### src/rtl/wake_pkg.sv
`timescale 1ns/1ps
package wake_pkg;
  localparam int SER_PORTS = 2;

  typedef enum logic [1:0] {
    MODE_FULL  = 2'd0,
    MODE_SLOW1 = 2'd1,
    MODE_SLOW2 = 2'd2,
    MODE_RSVD  = 2'd3
  } divMode_e;

  typedef struct packed {
    logic loadReq;   // capture a new mode request
    logic applyReq;  // move the pending request into the active mode
    logic dropReq;   // discard the pending request
    logic exitNow;   // return to full speed this boundary
  } ctrlStb_t;
endpackage

### src/rtl/wake_ctrl.sv
`timescale 1ns/1ps
module wake_ctrl
  import wake_pkg::*;
#(
  parameter int NUM_IRQ = 2
) (
  input  logic                 clk,
  input  logic                 rstN,
  input  logic                 cycleEdge,
  input  logic [NUM_IRQ-1:0]   irqReq,
  input  logic [NUM_IRQ-1:0]   irqHigh,
  input  logic [SER_PORTS-1:0] rxStart,
  input  logic [SER_PORTS-1:0] txStart,
  input  logic                 hiInSvc,
  input  logic                 loInSvc,
  input  logic                 divWrEn,
  input  divMode_e             wrMode,
  input  divMode_e             curMode,
  input  divMode_e             pendMode,
  input  logic                 pendValid,
  input  logic                 anyAct,
  output ctrlStb_t             stb
);
  logic hiWake, loWake, wakeHit;
  logic inReduced, wrLegal, wrReduced, pendReduced;
  logic wakeHold;

  // serial start events rank with low-priority requests
  assign hiWake = |(irqReq & irqHigh);
  assign loWake = (|(irqReq & ~irqHigh)) | (|rxStart) | (|txStart);

  // service-level lockout: high in service blocks all, low blocks low
  assign wakeHit = (hiWake & ~hiInSvc) | (loWake & ~hiInSvc & ~loInSvc);

  assign inReduced   = (curMode == MODE_SLOW1) || (curMode == MODE_SLOW2);
  assign wrLegal     = (wrMode != MODE_RSVD);
  assign wrReduced   = wrLegal && (wrMode != MODE_FULL);
  assign pendReduced = pendValid && (pendMode != MODE_FULL);

  always_comb begin
    stb.exitNow  = cycleEdge & inReduced & (wakeHold | wakeHit);
    stb.dropReq  = stb.exitNow | (wakeHit & pendReduced);
    stb.loadReq  = divWrEn & wrLegal & ~(wakeHit & wrReduced);
    stb.applyReq = cycleEdge & pendValid & ~stb.dropReq &
                   ((pendMode == MODE_FULL) | ~anyAct);
  end

  // remembers an allowed wake that arrived between boundaries
  always_ff @(posedge clk or negedge rstN) begin
    if (!rstN)
      wakeHold <= 1'b0;
    else if (stb.exitNow || stb.applyReq)
      wakeHold <= 1'b0;
    else if (wakeHit && inReduced)
      wakeHold <= 1'b1;
  end
endmodule

### src/rtl/wake_dpath.sv
`timescale 1ns/1ps
module wake_dpath
  import wake_pkg::*;
#(
  parameter int DIV_W     = 12,
  parameter int DIV_FULL  = 4,
  parameter int DIV_SLOW1 = 64,
  parameter int DIV_SLOW2 = 1024
) (
  input  logic                 clk,
  input  logic                 rstN,
  input  ctrlStb_t             stb,
  input  divMode_e             wrMode,
  input  logic [SER_PORTS-1:0] rxStart,
  input  logic [SER_PORTS-1:0] rxDone,
  input  logic [SER_PORTS-1:0] txStart,
  input  logic [SER_PORTS-1:0] txDone,
  input  logic                 hiInSvc,
  input  logic                 loInSvc,
  output divMode_e             curMode,
  output divMode_e             pendMode,
  output logic                 pendValid,
  output logic                 anyAct,
  output logic                 entryHeld,
  output logic                 exitPulse,
  output logic [DIV_W-1:0]     divRatio,
  output logic [7:0]           statusReg
);
  localparam int ACT_W  = 2 * SER_PORTS;
  localparam int LO_BIT = 5;
  localparam int HI_BIT = 6;

  logic [ACT_W-1:0] actVec;

  // per-port activity flags: even bit receive, odd bit transmit; start wins
  for (genvar p = 0; p < SER_PORTS; p++) begin : g_port
    always_ff @(posedge clk or negedge rstN) begin
      if (!rstN) begin
        actVec[2*p]   <= 1'b0;
        actVec[2*p+1] <= 1'b0;
      end else begin
        if (rxStart[p])     actVec[2*p] <= 1'b1;
        else if (rxDone[p]) actVec[2*p] <= 1'b0;
        if (txStart[p])     actVec[2*p+1] <= 1'b1;
        else if (txDone[p]) actVec[2*p+1] <= 1'b0;
      end
    end
  end

  always_ff @(posedge clk or negedge rstN) begin
    if (!rstN) begin
      curMode   <= MODE_FULL;
      pendMode  <= MODE_FULL;
      pendValid <= 1'b0;
      exitPulse <= 1'b0;
    end else begin
      exitPulse <= stb.exitNow;
      if (stb.exitNow)
        curMode <= MODE_FULL;
      else if (stb.applyReq)
        curMode <= pendMode;
      if (stb.dropReq)
        pendValid <= 1'b0;
      else if (stb.loadReq) begin
        pendValid <= 1'b1;
        pendMode  <= wrMode;
      end else if (stb.applyReq)
        pendValid <= 1'b0;
    end
  end

  always_comb begin
    case (curMode)
      MODE_SLOW1: divRatio = DIV_W'(DIV_SLOW1);
      MODE_SLOW2: divRatio = DIV_W'(DIV_SLOW2);
      default:    divRatio = DIV_W'(DIV_FULL);
    endcase
  end

  always_comb begin
    statusReg            = '0;
    statusReg[ACT_W-1:0] = actVec;
    statusReg[LO_BIT]    = loInSvc;
    statusReg[HI_BIT]    = hiInSvc;
  end

  assign anyAct    = |actVec;
  assign entryHeld = pendValid && (pendMode != MODE_FULL) && anyAct;
endmodule

### src/rtl/clkdiv_wake_gate.sv
`timescale 1ns/1ps
module clkdiv_wake_gate
  import wake_pkg::*;
#(
  parameter int NUM_IRQ   = 2,
  parameter int DIV_W     = 12,
  parameter int DIV_FULL  = 4,
  parameter int DIV_SLOW1 = 64,
  parameter int DIV_SLOW2 = 1024
) (
  input  logic               clk,
  input  logic               rstN,
  input  logic               cycleEdge,
  input  logic [NUM_IRQ-1:0] irqReq,
  input  logic [NUM_IRQ-1:0] irqHigh,
  input  logic               hiInSvc,
  input  logic               loInSvc,
  input  logic [1:0]         rxStart,
  input  logic [1:0]         rxDone,
  input  logic [1:0]         txStart,
  input  logic [1:0]         txDone,
  input  logic               divWrEn,
  input  logic [1:0]         divWrData,
  output logic [DIV_W-1:0]   divRatio,
  output logic [1:0]         curMode,
  output logic [7:0]         statusReg,
  output logic               entryHeld,
  output logic               exitPulse
);
  ctrlStb_t stb;
  divMode_e wrMode, modeNow, pendMode;
  logic     pendValid, anyAct;

  assign wrMode  = divMode_e'(divWrData);
  assign curMode = modeNow;

  wake_ctrl #(.NUM_IRQ(NUM_IRQ)) u_ctrl (
    .clk(clk), .rstN(rstN), .cycleEdge(cycleEdge),
    .irqReq(irqReq), .irqHigh(irqHigh),
    .rxStart(rxStart), .txStart(txStart),
    .hiInSvc(hiInSvc), .loInSvc(loInSvc),
    .divWrEn(divWrEn), .wrMode(wrMode),
    .curMode(modeNow), .pendMode(pendMode),
    .pendValid(pendValid), .anyAct(anyAct),
    .stb(stb)
  );

  wake_dpath #(
    .DIV_W(DIV_W), .DIV_FULL(DIV_FULL),
    .DIV_SLOW1(DIV_SLOW1), .DIV_SLOW2(DIV_SLOW2)
  ) u_dpath (
    .clk(clk), .rstN(rstN), .stb(stb), .wrMode(wrMode),
    .rxStart(rxStart), .rxDone(rxDone),
    .txStart(txStart), .txDone(txDone),
    .hiInSvc(hiInSvc), .loInSvc(loInSvc),
    .curMode(modeNow), .pendMode(pendMode),
    .pendValid(pendValid), .anyAct(anyAct),
    .entryHeld(entryHeld), .exitPulse(exitPulse),
    .divRatio(divRatio), .statusReg(statusReg)
  );
endmodule

### config.mk
export PLATFORM = sky130hd
export DESIGN_NAME = clkdiv_wake_gate
export DESIGN_NICKNAME = d
export VERILOG_FILES = /design/src/rtl/wake_pkg.sv /design/src/rtl/wake_ctrl.sv /design/src/rtl/wake_dpath.sv /design/src/rtl/clkdiv_wake_gate.sv
export SDC_FILE = /design/constraint.sdc
export NUM_CORES = 1
export LEC_CHECK = 0
export ABC_AREA = 1
export BUFFER_PORTS_ARGS = -buffer_cell sky130_fd_sc_hd__buf_2
export CORE_AREA = 2 2 43 45
export CTS_BUF_LIST = sky130_fd_sc_hd__clkbuf_4 sky130_fd_sc_hd__clkbuf_8
export DETAILED_ROUTE_END_ITERATION = 16
export DIE_AREA = 0 0 45 47
export PLACE_DENSITY_LB_ADDON = 0.12
export SYNTH_ARGS = -nofsm -noshare
export SYNTH_HDL_FRONTEND = slang
export SYNTH_SLANG_ARGS = --single-unit
### constraint.sdc
create_clock -name clk -period 3.5 [get_ports clk]
set_clock_uncertainty 0.05 [all_clocks]
set_input_delay 0.175 -clock clk [delete_from_list [all_inputs] [get_ports clk]]
set_output_delay 0.175 -clock clk [all_outputs]
set_load 0.005 [all_outputs]
==> qor.log <==
[clocking] root buffer cell sky130_fd_sc_hd__clkbuf_4
[critical_path] data required time at the worst endpoint 3.61 ns
[clocking] clock slew seen by the registers of the worst setup and hold paths 0.07 ns
[timing] share of the cycle needed by the critical path after routing 40.65%
[finish] filler cell count 172
[yosys] multiplexer fraction of the synthesized cell area 0%
[drt] total wire length after detailed routing 1.310 mm
[timing] number of hold violations in the final report 0
[critical_path] kind of critical path reg -> reg
[floorplanning] I/O pin count 44
[timing] Post-Route Setup TNS 0 ns
[power_and_ir_drop] maximum ir drop on the vdd rail 0.1925 mV
[global_routing] total routing usage reported by global routing 14.50%
[yosys] Simple-Gate Fraction of Synth Area 27.53%
[critical_path] WP data arrival 1.53 ns
[clocking] clock buffer count from CTS 3
[finish] fraction of layout instances using a drive strength above 1 44.72%
[timing] min cycle time layout 1.423 ns
[finish] layout overhead on the synthesized area 21.39%
[timing] number of pins with negative max-slew slack in the final report 0
[yosys] sequential share of the synthesized area 36.48%
[critical_path] kind of end point of the critical path flop
[finish] storage element area 275.3 sq um
[clocking] latest clock arrival within the worst-skew pair 0.27 ns
[drt] drt wl/cell 9.357 um
[power_and_ir_drop] cell area power density 527.9 nW/um^2
[yosys] synthesized netlist cell count 89
[placement] number of I/O port buffers 32
[drt] count of antenna-violating nets left after detailed routing 0
[outcome] run status complete, no violations
[timing] Hold Worst Slack 0.02610 ns
[floorplanning] die extent in x 45 um
[clocking] clock buffer depth 2
[critical_path] highest fanout seen on the critical path 8
[drt] number of DRC markers in iteration 0 4
[finish] count of nets after finishing 147
[drt] DRC viols 0
[clocking] TritonCTS clock tree built
[drt] vias per cell 4.500
[yosys] register bit total from synthesis 11
[floorplanning] total core area 1652 sq um
[power_and_ir_drop] Lkg Pwr 0.5584 nW
[yosys] area of the mapped netlist 754.5 sq um
[yosys] Synthesis Warnings 0
[critical_path] setup slack on the worst flop-to-flop path 2.08 ns
[drt] total number of vias 630
[global_routing] via count of the first global-routing pass 552
[drt] count of TritonRoute iterations in the first routing pass 2
[yosys] average size of a mapped cell 8.477 sq um
[power_and_ir_drop] Power Total 483.5 uW
[clocking] count of clock tree sinks 11
[global_routing] maximum number of pins on one net before global-route repair 12
[finish] multi-input logic area 351.6 sq um
[yosys] dominant combinational cell family by area after synthesis simple AND/OR/NAND/NOR gates
[yosys] count of cell types in the netlist 19
[clocking] Post-CTS Resized 0
[global_routing] global-route wire length before repair 2.166 mm
[clocking] H-tree levels 1
[floorplanning] effective utilization at floorplan 45.68%
[finish] antenna diode instance count 0
[finish] most frequent cells in the layout 32 x sky130_fd_sc_hd__buf_2, 14 x sky130_fd_sc_hd__inv_1, 12 x sky130_fd_sc_hd__nand2_1
[global_routing] initial antenna violation count 0
[timing] max frequency 0.7028 GHz
[yosys] area share of xor/xnor cells in the synthesized design 0%
[finish] commonest non-fill, non-tap cell in the layout sky130_fd_sc_hd__buf_2
[global_routing] grt total ovfl 0
[placement] DP Wirelength 1.129 mm
[flow_run] Maximum Capacitance Violations 0
[timing] unrepaired setup endpoints after global routing no
[yosys] Synth Area in Compound Gates 8.624%
[yosys] adder-cell share of the synthesized area 4.975%
[hold_path] type of the worst min-delay path in -> reg
[floorplanning] Die Y 47 um
[critical_path] nature of the critical path startpoint flop
[timing] number of endpoints failing setup at the final stage 0
[placement] placer's final routability congestion estimate 0.7661
[floorplanning] total die area 2115 sq um
[clocking] count of buffers added by post-CTS timing repair for setup 0
[clocking] hold bufs inserted after CTS 1
[floorplanning] number of rows in the core area 15
cell type report:
| type | count | area share (%) |
|---|---|---|
| Multi-Input combinational cell | 57 | 38.39 |
| Sequential cell | 11 | 30.05 |
| Timing Repair Buffer | 33 | 18.58 |
| Inverter | 18 | 7.377 |
| Clock buffer | 4 | 3.279 |
| Tap cell | 17 | 2.322 |
worst max-delay path, cell delays in order, from the launching register on:
cell and delay (ns):
sky130_fd_sc_hd__dfrtp_1 0.38, sky130_fd_sc_hd__inv_1 0.08, sky130_fd_sc_hd__ha_1 0.31, sky130_fd_sc_hd__nor2_1 0.20
sky130_fd_sc_hd__nand2_4 0.11, sky130_fd_sc_hd__o21ai_2 0.12, sky130_fd_sc_hd__o21ai_2 0.07
flip-flops by register name, summed over array words and instances, names as in the netlist:
| register | count |
|---|---|
| u_dpath.statusReg | 4 |
| u_dpath.curMode | 2 |
| u_dpath.pendMode | 2 |
| u_ctrl.wakeHold | 1 |
| u_dpath.exitPulse | 1 |
| u_dpath.pendValid | 1 |
cell usage after synthesis:
| cell | n | area (sq um) |
|---|---|---|
| sky130_fd_sc_hd__nand2_2 | 3 | 18.77 |
| sky130_fd_sc_hd__inv_1 | 14 | 52.55 |
| sky130_fd_sc_hd__nor2_2 | 3 | 18.77 |
| sky130_fd_sc_hd__ha_1 | 3 | 37.54 |
| sky130_fd_sc_hd__dfrtp_1 | 11 | 275.3 |
| sky130_fd_sc_hd__o21ai_2 | 3 | 26.28 |
| sky130_fd_sc_hd__buf_4 | 13 | 97.59 |
| sky130_fd_sc_hd__or2_1 | 1 | 6.260 |
| sky130_fd_sc_hd__nor2_1 | 3 | 11.26 |
| sky130_fd_sc_hd__nand4_2 | 1 | 12.51 |
| sky130_fd_sc_hd__nand2_1 | 12 | 45.04 |
| sky130_fd_sc_hd__nand3_2 | 4 | 40.04 |
| sky130_fd_sc_hd__conb_1 | 1 | 3.750 |
| sky130_fd_sc_hd__nand4_1 | 7 | 43.79 |
| sky130_fd_sc_hd__inv_2 | 3 | 11.26 |
| sky130_fd_sc_hd__a21oi_2 | 1 | 8.760 |
| sky130_fd_sc_hd__clkinv_1 | 1 | 3.750 |
| sky130_fd_sc_hd__nand2_4 | 1 | 11.26 |
| sky130_fd_sc_hd__o21bai_1 | 4 | 30.03 |
metrics by stage:
step | cells | setup WS [ns] | instance area [sq um] | util (%)
6_report | 140 | 2.077 | 915.9 | 55.45
4_1_cts | 140 | 2.051 | 915.9 | 55.45
3_5_place_dp | 135 | 2.061 | 875.8 | 53.03
5_1_grt | 140 | 1.967 | 915.9 | 55.45
3_3_place_gp | 135 | 2.144 | 875.8 | 53.03
2_1_floorplan | 99 | 2.129 | 792.0 | -
per-layer routing:
metal,part of all wire [%],global-route usage (%),vias to the layer above,wire [um]
met5,0,0,-,0
met4,2.4,10.59,0,31
met3,7.3,1.538,4,96
met2,49,25.43,26,642
met1,41,16.39,276,539
li1,-,-,324,-
logic make-up (layout without fill, tap and decap cells):
group,Yosys count,in the layout
flip-flops,11,11
buffers and inverters,31,55
AND/OR/NAND/NOR,35,35
adder cells (fa/ha/maj),3,3
AO/OA/AOI/OAI,8,8
other,1,11
final timing paths:
check | start | to | depth (start not counted)
min in group asynchronous | rstN | u_dpath.statusReg[3]$_DFFE_PN0P_ | 2
max reg2reg | u_dpath.curMode[0]$_DFFE_PN0P_ | u_dpath.curMode[0]$_DFFE_PN0P_ | 6
min reg2reg | u_dpath.pendMode[0]$_DFFE_PN0P_ | u_dpath.pendMode[0]$_DFFE_PN0P_ | 2
max in group asynchronous | rstN | u_dpath.pendValid$_DFFE_PN0P_ | 2
min | txDone[0] | u_dpath.statusReg[1]$_DFFE_PN0P_ | 2
max | u_dpath.curMode[0]$_DFFE_PN0P_ | u_dpath.curMode[0]$_DFFE_PN0P_ | 6
report_power, final:
part | switching (mW) | internal [mW] | total (mW)
logic | 0.117 | 0.0870 | 0.204
registers | 0.0231 | 0.162 | 0.185
clock network | 0.0426 | 0.0519 | 0.0945
(Power assumes the default switching activity.)
